==> src/rtl/fst_pkg.sv <==
package fst_pkg;
  localparam logic [7:0] OPC_WREN  = 8'h06;
  localparam logic [7:0] OPC_PROG  = 8'h02;
  localparam logic [7:0] OPC_READ  = 8'h03;
  localparam logic [7:0] OPC_ERASE = 8'hC7;
  localparam logic [7:0] OPC_RDSR  = 8'h05;

  typedef enum logic [2:0] {S_IDLE, S_WREN, S_GAP, S_MAIN, S_POLL} st_e;
  typedef enum logic [1:0] {OP_PROG, OP_READ, OP_ERASE} op_e;
  typedef enum logic [1:0] {RES_NONE, RES_PASS, RES_FAIL} res_e;

  // number of bytes in the frame issued from state s
  function automatic int frame_len(st_e s, op_e o, int n);
    if (s == S_WREN) return 1;
    if (s == S_POLL) return 2;
    if (o == OP_ERASE) return 1;
    return 4 + n;
  endfunction

  // byte i of the frame issued from state s
  function automatic logic [7:0] frame_byte(st_e s, op_e o, int i,
                                            logic [23:0] a, logic [7:0] pb);
    if (s == S_WREN) return OPC_WREN;
    if (s == S_POLL) return (i == 0) ? OPC_RDSR : 8'h00;
    if (i == 0) begin
      case (o)
        OP_PROG: return OPC_PROG;
        OP_READ: return OPC_READ;
        default: return OPC_ERASE;
      endcase
    end
    if (i == 1) return a[23:16];
    if (i == 2) return a[15:8];
    if (i == 3) return a[7:0];
    if (o == OP_PROG) return pb + 8'(i - 4);
    return 8'h00;
  endfunction
endpackage

==> src/rtl/fst_edge.sv <==
module fst_edge #(
  parameter int N = 3
) (
  input  logic         clk,
  input  logic         rst,
  input  logic [N-1:0] lvl_i,
  output logic [N-1:0] rise_o
);
  logic [N-1:0] prev;

  always_ff @(posedge clk) begin
    if (rst) begin
      prev   <= '0;
      rise_o <= '0;
    end else begin
      prev   <= lvl_i;
      rise_o <= lvl_i & ~prev;
    end
  end
endmodule

==> src/rtl/fst_led.sv <==
module fst_led
  import fst_pkg::*;
#(
  parameter int BLINK_CYC = 25_000_000
) (
  input  logic       clk,
  input  logic       rst,
  input  res_e       res_i,
  output logic [3:0] led_o
);
  localparam int CW = $clog2(BLINK_CYC + 1);
  localparam logic [CW-1:0] LAST = CW'(BLINK_CYC - 1);
  localparam logic [3:0] PASS_PAT = 4'b1010;

  logic [CW-1:0] cnt;
  logic          ph;

  always_ff @(posedge clk) begin
    if (rst || res_i != RES_FAIL) begin
      cnt <= '0;
      ph  <= 1'b0;
    end else if (cnt == LAST) begin
      cnt <= '0;
      ph  <= ~ph;
    end else begin
      cnt <= cnt + 1'b1;
    end
  end

  always_ff @(posedge clk) begin
    if (rst) led_o <= 4'b0000;
    else begin
      case (res_i)
        RES_PASS: led_o <= PASS_PAT;
        RES_FAIL: led_o <= ph ? 4'b0000 : 4'b1111;
        default:  led_o <= 4'b0000;
      endcase
    end
  end
endmodule

==> src/rtl/flash_selftest.sv <==
module flash_selftest
  import fst_pkg::*;
#(
  parameter int          NBYTES     = 5,
  parameter logic [23:0] START_ADDR = 24'h050000,
  parameter logic [7:0]  PAT_BASE   = 8'hA0,
  parameter int          BLINK_CYC  = 25_000_000
) (
  input  logic       clk,
  input  logic       rst,
  input  logic       btn_wr,
  input  logic       btn_rd,
  input  logic       btn_er,
  output logic       spi_cs_n,
  output logic       spi_go,
  output logic [7:0] spi_tx,
  input  logic       spi_done,
  input  logic [7:0] spi_rx,
  output logic [3:0] led
);
  localparam int IW = $clog2(NBYTES + 5);
  localparam logic [IW-1:0] HDR = IW'(4);

  logic [2:0]    rise;
  st_e           st, nxt;
  op_e           op;
  logic [IW-1:0] idx, flen;
  logic          pend, miss, wip;
  res_e          res;
  logic [7:0]    fbyte;

  fst_edge #(.N(3)) u_edge (
    .clk   (clk),
    .rst   (rst),
    .lvl_i ({btn_er, btn_rd, btn_wr}),
    .rise_o(rise)
  );

  always_comb begin
    flen  = IW'(frame_len(st, op, NBYTES));
    fbyte = frame_byte(st, op, int'(idx), START_ADDR, PAT_BASE);
  end

  always_ff @(posedge clk) begin
    if (rst) begin
      st       <= S_IDLE;
      nxt      <= S_IDLE;
      op       <= OP_READ;
      idx      <= '0;
      pend     <= 1'b0;
      miss     <= 1'b0;
      wip      <= 1'b0;
      res      <= RES_NONE;
      spi_cs_n <= 1'b1;
      spi_go   <= 1'b0;
      spi_tx   <= '0;
    end else begin
      spi_go <= 1'b0;
      case (st)
        S_IDLE: begin
          if (|rise) begin
            idx      <= '0;
            pend     <= 1'b0;
            miss     <= 1'b0;
            spi_cs_n <= 1'b0;
            if (rise[0]) begin
              op  <= OP_PROG;
              st  <= S_WREN;
              res <= RES_NONE;
            end else if (rise[1]) begin
              op <= OP_READ;
              st <= S_MAIN;
            end else begin
              op  <= OP_ERASE;
              st  <= S_WREN;
              res <= RES_NONE;
            end
          end
        end
        S_GAP: begin
          idx      <= '0;
          spi_cs_n <= 1'b0;
          st       <= nxt;
        end
        default: begin
          if (pend) begin
            if (spi_done) begin
              pend <= 1'b0;
              idx  <= idx + 1'b1;
              if (st == S_MAIN && op == OP_READ && idx >= HDR &&
                  spi_rx != PAT_BASE + 8'(idx - HDR))
                miss <= 1'b1;
              if (st == S_POLL && idx == IW'(1))
                wip <= spi_rx[0];
            end
          end else if (idx != flen) begin
            spi_go <= 1'b1;
            spi_tx <= fbyte;
            pend   <= 1'b1;
          end else begin
            spi_cs_n <= 1'b1;
            if (st == S_WREN) begin
              st  <= S_GAP;
              nxt <= S_MAIN;
            end else if (st == S_MAIN && op == OP_READ) begin
              st  <= S_IDLE;
              res <= miss ? RES_FAIL : RES_PASS;
            end else if (st == S_MAIN) begin
              st  <= S_GAP;
              nxt <= S_POLL;
            end else if (wip) begin
              st  <= S_GAP;
              nxt <= S_POLL;
            end else begin
              st <= S_IDLE;
            end
          end
        end
      endcase
    end
  end

  fst_led #(.BLINK_CYC(BLINK_CYC)) u_led (
    .clk  (clk),
    .rst  (rst),
    .res_i(res),
    .led_o(led)
  );
endmodule

==> config.mk <==
export PLATFORM = sky130hd
export DESIGN_NAME = flash_selftest
export DESIGN_NICKNAME = d
export VERILOG_FILES = /design/src/rtl/fst_pkg.sv /design/src/rtl/fst_edge.sv /design/src/rtl/fst_led.sv /design/src/rtl/flash_selftest.sv
export SDC_FILE = /design/constraint.sdc
export NUM_CORES = 1
export LEC_CHECK = 0
export ABC_AREA = 1
export BUFFER_PORTS_ARGS = -buffer_cell sky130_fd_sc_hd__buf_2
export CAP_MARGIN = 10
export CORE_MARGIN = 2
export CORE_UTILIZATION = 45
export CTS_CLUSTER_SIZE = 20
export DETAILED_ROUTE_END_ITERATION = 7
export PLACE_DENSITY_LB_ADDON = 0.08
export SETUP_SLACK_MARGIN = 0.4
export SKIP_CTS_REPAIR_TIMING = 1
export SYNTH_ARGS = -nofsm -noshare
export SYNTH_HDL_FRONTEND = slang
export SYNTH_HIERARCHICAL = 1
export SYNTH_SLANG_ARGS = --single-unit
==> constraint.sdc <==
create_clock -name clk -period 3 [get_ports clk]
set_input_delay 0.3 -clock clk [delete_from_list [all_inputs] [get_ports clk]]
set_output_delay 0.3 -clock clk [all_outputs]
set_load 0.03 [all_outputs]
Word level (Yosys, flattened, before mapping)

Cells that the tools add are included.

Register bits: 63
Latch bits: 0
Bits in writable memories: 0
ROM bits: 0
Input port bits: 14
Output and inout bits: 14
Logic and storage cells: 181
Memories: 0

$add $sub $neg: 6
$mul: 0
Div/mod/pow operators: 0
Magnitude comparators: 1
Eq/ne operators: 24
Shifts and indexed selects: 0
Muxes and demuxes: 99
Bitwise operators: 7
Reduce and logical (&&, ||, !) cells: 28

Operator list:

| operator                                               | count |
|---|---|
| two-way mux 8 bit                                      | 17 |
| two-way mux 1 bit                                      | 41 |
| two-way mux 2 bit                                      | 17 |
| two-way mux 4 bit                                      | 8 |
| adder 25 x 1 -> 25 bit (second input constant)         | 1 |
| == test 25 bit (second input constant)                 | 1 |
| two-way mux 3 bit                                      | 8 |
| adder 8 bit (first input constant)                     | 2 |
| one-hot mux 4 bit (2 select lines)                     | 2 |
| one-hot mux 8 bit (2 select lines)                     | 1 |
| AND reduction 5 bit                                    | 2 |
| subtractor 4 x 3 -> 5 bit (second input constant)      | 2 |
| AND reduction 3 bit                                    | 3 |
| nonzero test 3 bit                                     | 3 |
| == test 4 x 3 -> 1 bit (second input constant)         | 2 |
| inequality test 8 bit                                  | 1 |
| nonzero test 2 bit                                     | 4 |
| AND reduction 7 bit                                    | 1 |
| == test 3 x 2 -> 1 bit (second input constant)         | 2 |
| inequality test 2 x 1 -> 1 bit (second input constant) | 3 |
| inequality test 2 bit (second input constant)          | 3 |
| inequality test 3 x 1 -> 1 bit (second input constant) | 2 |
| one-hot mux 1 bit (2 select lines)                     | 3 |
| one-hot mux 3 bit (2 select lines)                     | 1 |
| other kinds (24)                                       | 35 |

Longest topological paths before layout

Depth after elaboration: 30
Gate-level depth with buffers: 12
Mapped depth without buffers: 12

Modules after synthesis

Netlist, hierarchy kept.

Modules (own cells, without submodules):

| module         | times used | cells an instance | area an instance (µm²) | sequential area each (µm²) |
|---|---|---|---|---|
| fst_led        | 1          | 223               | 1,596.5                | 560.5 |
| flash_selftest | 1          | 230               | 1,554.0                | 520.5 |
| fst_edge       | 1          | 16                | 172.7                  | 120.1 |

Least setup slack after synthesis

Ideal clock, no wire load.

Path kind: register -> register
Start point: reg idx[0]
End point: reg spi_tx[7]
Library setup time: 0.064 ns
Arrival: 1.393 ns
Required time: 2.936 ns
Setup slack: 1.543 ns
Stages on the path, launching flop included: 10
Path buffers: 0
Period minus slack after synthesis: 1.457 ns
Path through: dfxtp_1 > inv_1 > ha_1 > nand2_1 > nand3_1 > nor3_1 > a21oi_1 > nand3_1 > nand2_1 > nor2_1

Cells in the longest elaborated chain, start to end: 15
Elaborated cells on any way between the ends: 40
Classes of those cells: 2 x add/sub; 4 x eq/ne; 32 x mux; 2 x reduce/logical

RTL lines:

| item                                                                 | RTL line             | text |
|---|---|---|
| start: declaration                                                   | flash_selftest.sv:27 | `logic [IW-1:0] idx, flen;` |
| start signal: assignment                                             | flash_selftest.sv:89 | `idx <= idx + 1'b1;` |
| parallel branches: the longest is 15 deep, another holds adder 8 bit | n/a                  |  |
| end signal: assignment                                               | flash_selftest.sv:98 | `spi_tx <= fbyte;` |
| end: declaration                                                     | flash_selftest.sv:16 | `output logic [7:0] spi_tx,` |

Parallel ways; which one is timed is not known. The select of a mux whose other input is x is not followed.
A chain may end at the register's enable or synchronous reset.

Worst setup path after layout

Start point: reg idx[1]
End point: reg spi_tx[7]

The elaborated chain is that of the path after synthesis.

==> results.md <==
* Required @ worst endpoint at ~3300 ps
* Sequential Area at about 1200 um^2
* Height of the die at around 90 um
* Leading cell type in the layout, fill and taps excluded: nand2_1
* Switch share at about two fifths
* Main combinational cell family by area after synthesis: simple AND/OR/NAND/NOR gates
* Crit path cell chain: inv_1 > ha_1 > nand2_1 > nand2_1 > nor3_1 > a21oi_1 > nand3_1 > nand2_1 > nor2_1
* Chip width at between 80 and 90 um
* Clock Latency Late Sink at 340 ps
* Highest fanout seen on the critical path at 7
* Die Area at 8088 um^2
* Area of the multi-input gates at between 1500 and 2000 um^2
* I/O pins at 28
* Root Driver: clkbuf_8
* Syn Inst Count at roughly 470
* CTS H-tree lvls at 3
* DRT Pass-1 Iters at 5
* CP max-delay cell: dfxtp_1
* CP most frequent cell: nand2_1
* Num CTS Buffers at 9
* Num Clock Sinks at 60
* Xor and xnor area share after synthesis at under 10%
* Crit end category: register
* Rows at 31
* Place WS at between 1000 and 1500 ps
* Clk slew on worst S/H paths at 70 ps
* Setup_tns at 0 ps
* DRT antenna net count at 0
* Most frequent cells in the layout: nand2_1, nor2_1, dfxtp_1
* CTS tree: yes
* Final worst-path cycle share at between 50% and 60%
* Fill count at ~740
* RSZ-0062 raised after global routing: no
* Total number of vias at 2898
* Final HPWL DP at 5198 um
* Vias in the first global route at 2694
* Synthesized-area fraction occupied by adder cells at approximately 3.0%
* Syn-to-layout area delta at 11.18%
* Register area share after synthesis at ~36%
* NumNets Final at between 500 and 600
* #FFs+latches synth at 60
* Slew Limit Fails at 0
* Input/output buffers at 27
* Max Cap Viol at 0
* Clock share of power at between 20% and 30%
* Initial drt markers at between 100 and 150
* Crit Path Category: reg -> reg
* Share of cells above drive strength 1 at 20.20%
* Number of diodes at 0
* Max Buffers Root-to-Sink at 2
* Syn_area_per_cell at just over 7 um^2
* First-pass GRT wire length at around 12000 um
* Initial Util at 46.06%
* Number of synthesized flops with an enable pin at 0
* Int Power at around 1.5 mW
* Detailed Route WL at roughly 6800 um
* Tmin final at between 1500 and 2000 ps
* Final Total Pwr at about 2.6 mW
* Vias per cell at roughly 4.8
* Comb pwr share at roughly 37%
* Ys async rst share at 0%
* Largest net degree at the start of global routing at 24
* Setup ws final at ~1300 ps
* Sequential Power Share at between 30% and 40%
* Synth Flop Type: dfxtp_1
* Pleak at roughly 1.5 nW
* Synthesis Warnings at 6
* Complex-gate fraction of the synthesized area at 7.304%
* Outcome: finished clean
* Worst VDD drop at around 0.00040 V
* Post-synth cell types at 37
* Post-Synth Simple-Gate Area at between 40% and 50%
* Max Fclk at roughly 600 MHz
* Multiplexer share of the synthesized area at 0%
* Congestion Overflow GR at 0
* Core area at a little over 7000 um^2
* Final Hold Fails at 0
* Min-Delay Path Class: in -> reg
* Syn_nets at 491
* Worst Tran Pin Value at 696.3 ps
* Crit path launch type: register
* Worst EP arrival at 1950 ps
* CP max stage delay at between 400 and 500 ps
* Detail-routed net length per standard cell at around 11 um
* P per Cell Area at roughly 700 nW/um^2
* Net Switching at roughly 1.1 mW
* Clock skew at around 5.0 ps
* Post-synthesis cell area at roughly 3300 um^2
* Final setup vio count at 0
* Slew headroom at 53.53%
* Number of remaining DRC errors at 0
* Initial antenna violation count at 0
* Global-route usage over all layers at between 15 and 20%
* Final GP Congestion at about 0.85
-- state kept, by name, indices dropped and copies added (netlist names) --
register       cells
miss               1
u_edge/prev        3
u_led/led_o        2
u_led/cnt         25
st                 3
idx                4
u_edge/rise_o      3
op                 2
u_led/ph           1
spi_go             1
res                2
wip                1
nxt                2
pend               1
spi_tx             8
spi_cs_n           1
-- worst max-delay path: cells and delay by family (launching register included) --
family | cells | cell delay [ps]
AND/OR/NAND/NOR | 6 | 710
flip-flops | 1 | 460
adder cells (fa/ha/maj) | 1 | 210
buffers and inverters | 1 | 150
AO/OA/AOI/OAI | 1 | 70
-- stage by stage --
| step | hold slack [ps] | util (%) | instance area, um^2 | std cells |
|---|---|---|---|---|
| after detailed placement | 389.8 | 48.77 | 3518 | 589 |
| after global placement | 385.9 | 48.77 | 3518 | 589 |
| after global routing | 153.3 | 51.21 | 3695 | 604 |
| final | 168.6 | 51.21 | 3695 | 604 |
| after CTS | 153.4 | 51.21 | 3695 | 604 |
| after floorplan | 369.1 | - | 3323 | 469 |
-- routing by layer --
metal	global-route usage, %	wire, um	vias to the layer above	part of all wire (%)
li1	-	-	1541	-
met1	19.42	3007	1293	45
met2	31.76	3333	52	49
met3	6.119	298	12	4.4
met4	5.897	112	0	1.7
met5	0	0	-	0
-- cells by family (layout without fill, tap and decap cells) --
logic type	count (synthesis)	count (layout)
buf+inv	65	101
xor+xnor	12	12
simple gates	282	282
fa+ha+maj	8	8
flops	60	60
compound gates	42	42
-- path summary, 6_finish.rpt --
check	from	depth (start not counted)	endpoint	slack, ps
worst min register to register	u_edge/prev[0]	1	u_edge/rise_o[0]	400
worst max register to register	idx[1]	9	spi_tx[7]	1320
worst min-delay path	btn_wr	3	u_edge/prev[0]	170
worst max-delay path	idx[1]	9	spi_tx[7]	1320
-- synthesized netlist by cell type, drive strengths merged (4+ instances only) --
master,number,area (um^2)
ha,8,100.1
nor2,92,455.4
inv,59,224.0
o21ai,13,65.06
nor3,7,35.03
dfxtp,60,1201
a21oi,20,107.6
nand2,129,560.5
nand4,6,37.54
nand3,39,235.2
xor2,8,70.07
buf,5,60.05
xnor2,4,35.03
-- power groups by stage --
stage / clock network, mW / registers [mW] / logic, mW
2_1_floorplan: 0 / 1.04 / 0.732
3_3_place_gp: 0 / 0.987 / 0.973
3_5_place_dp: 0 / 0.987 / 0.975
4_1_cts: 0.675 / 0.971 / 0.979
5_1_grt: 0.709 / 0.986 / 1.10
6_report: 0.652 / 0.971 / 0.969
-- layout make-up --
cell class,count,area share (%)
Multi-Input combinational cell,344,49.64
Sequential cell,60,32.51
Timing Repair Buffer,27,3.657
Clock inverter,4,0.6773
Clock buffer,11,4.098
Tap cell,99,3.353
Inverter,59,6.062
No activity file was read; power rests on OpenSTA's default activity.
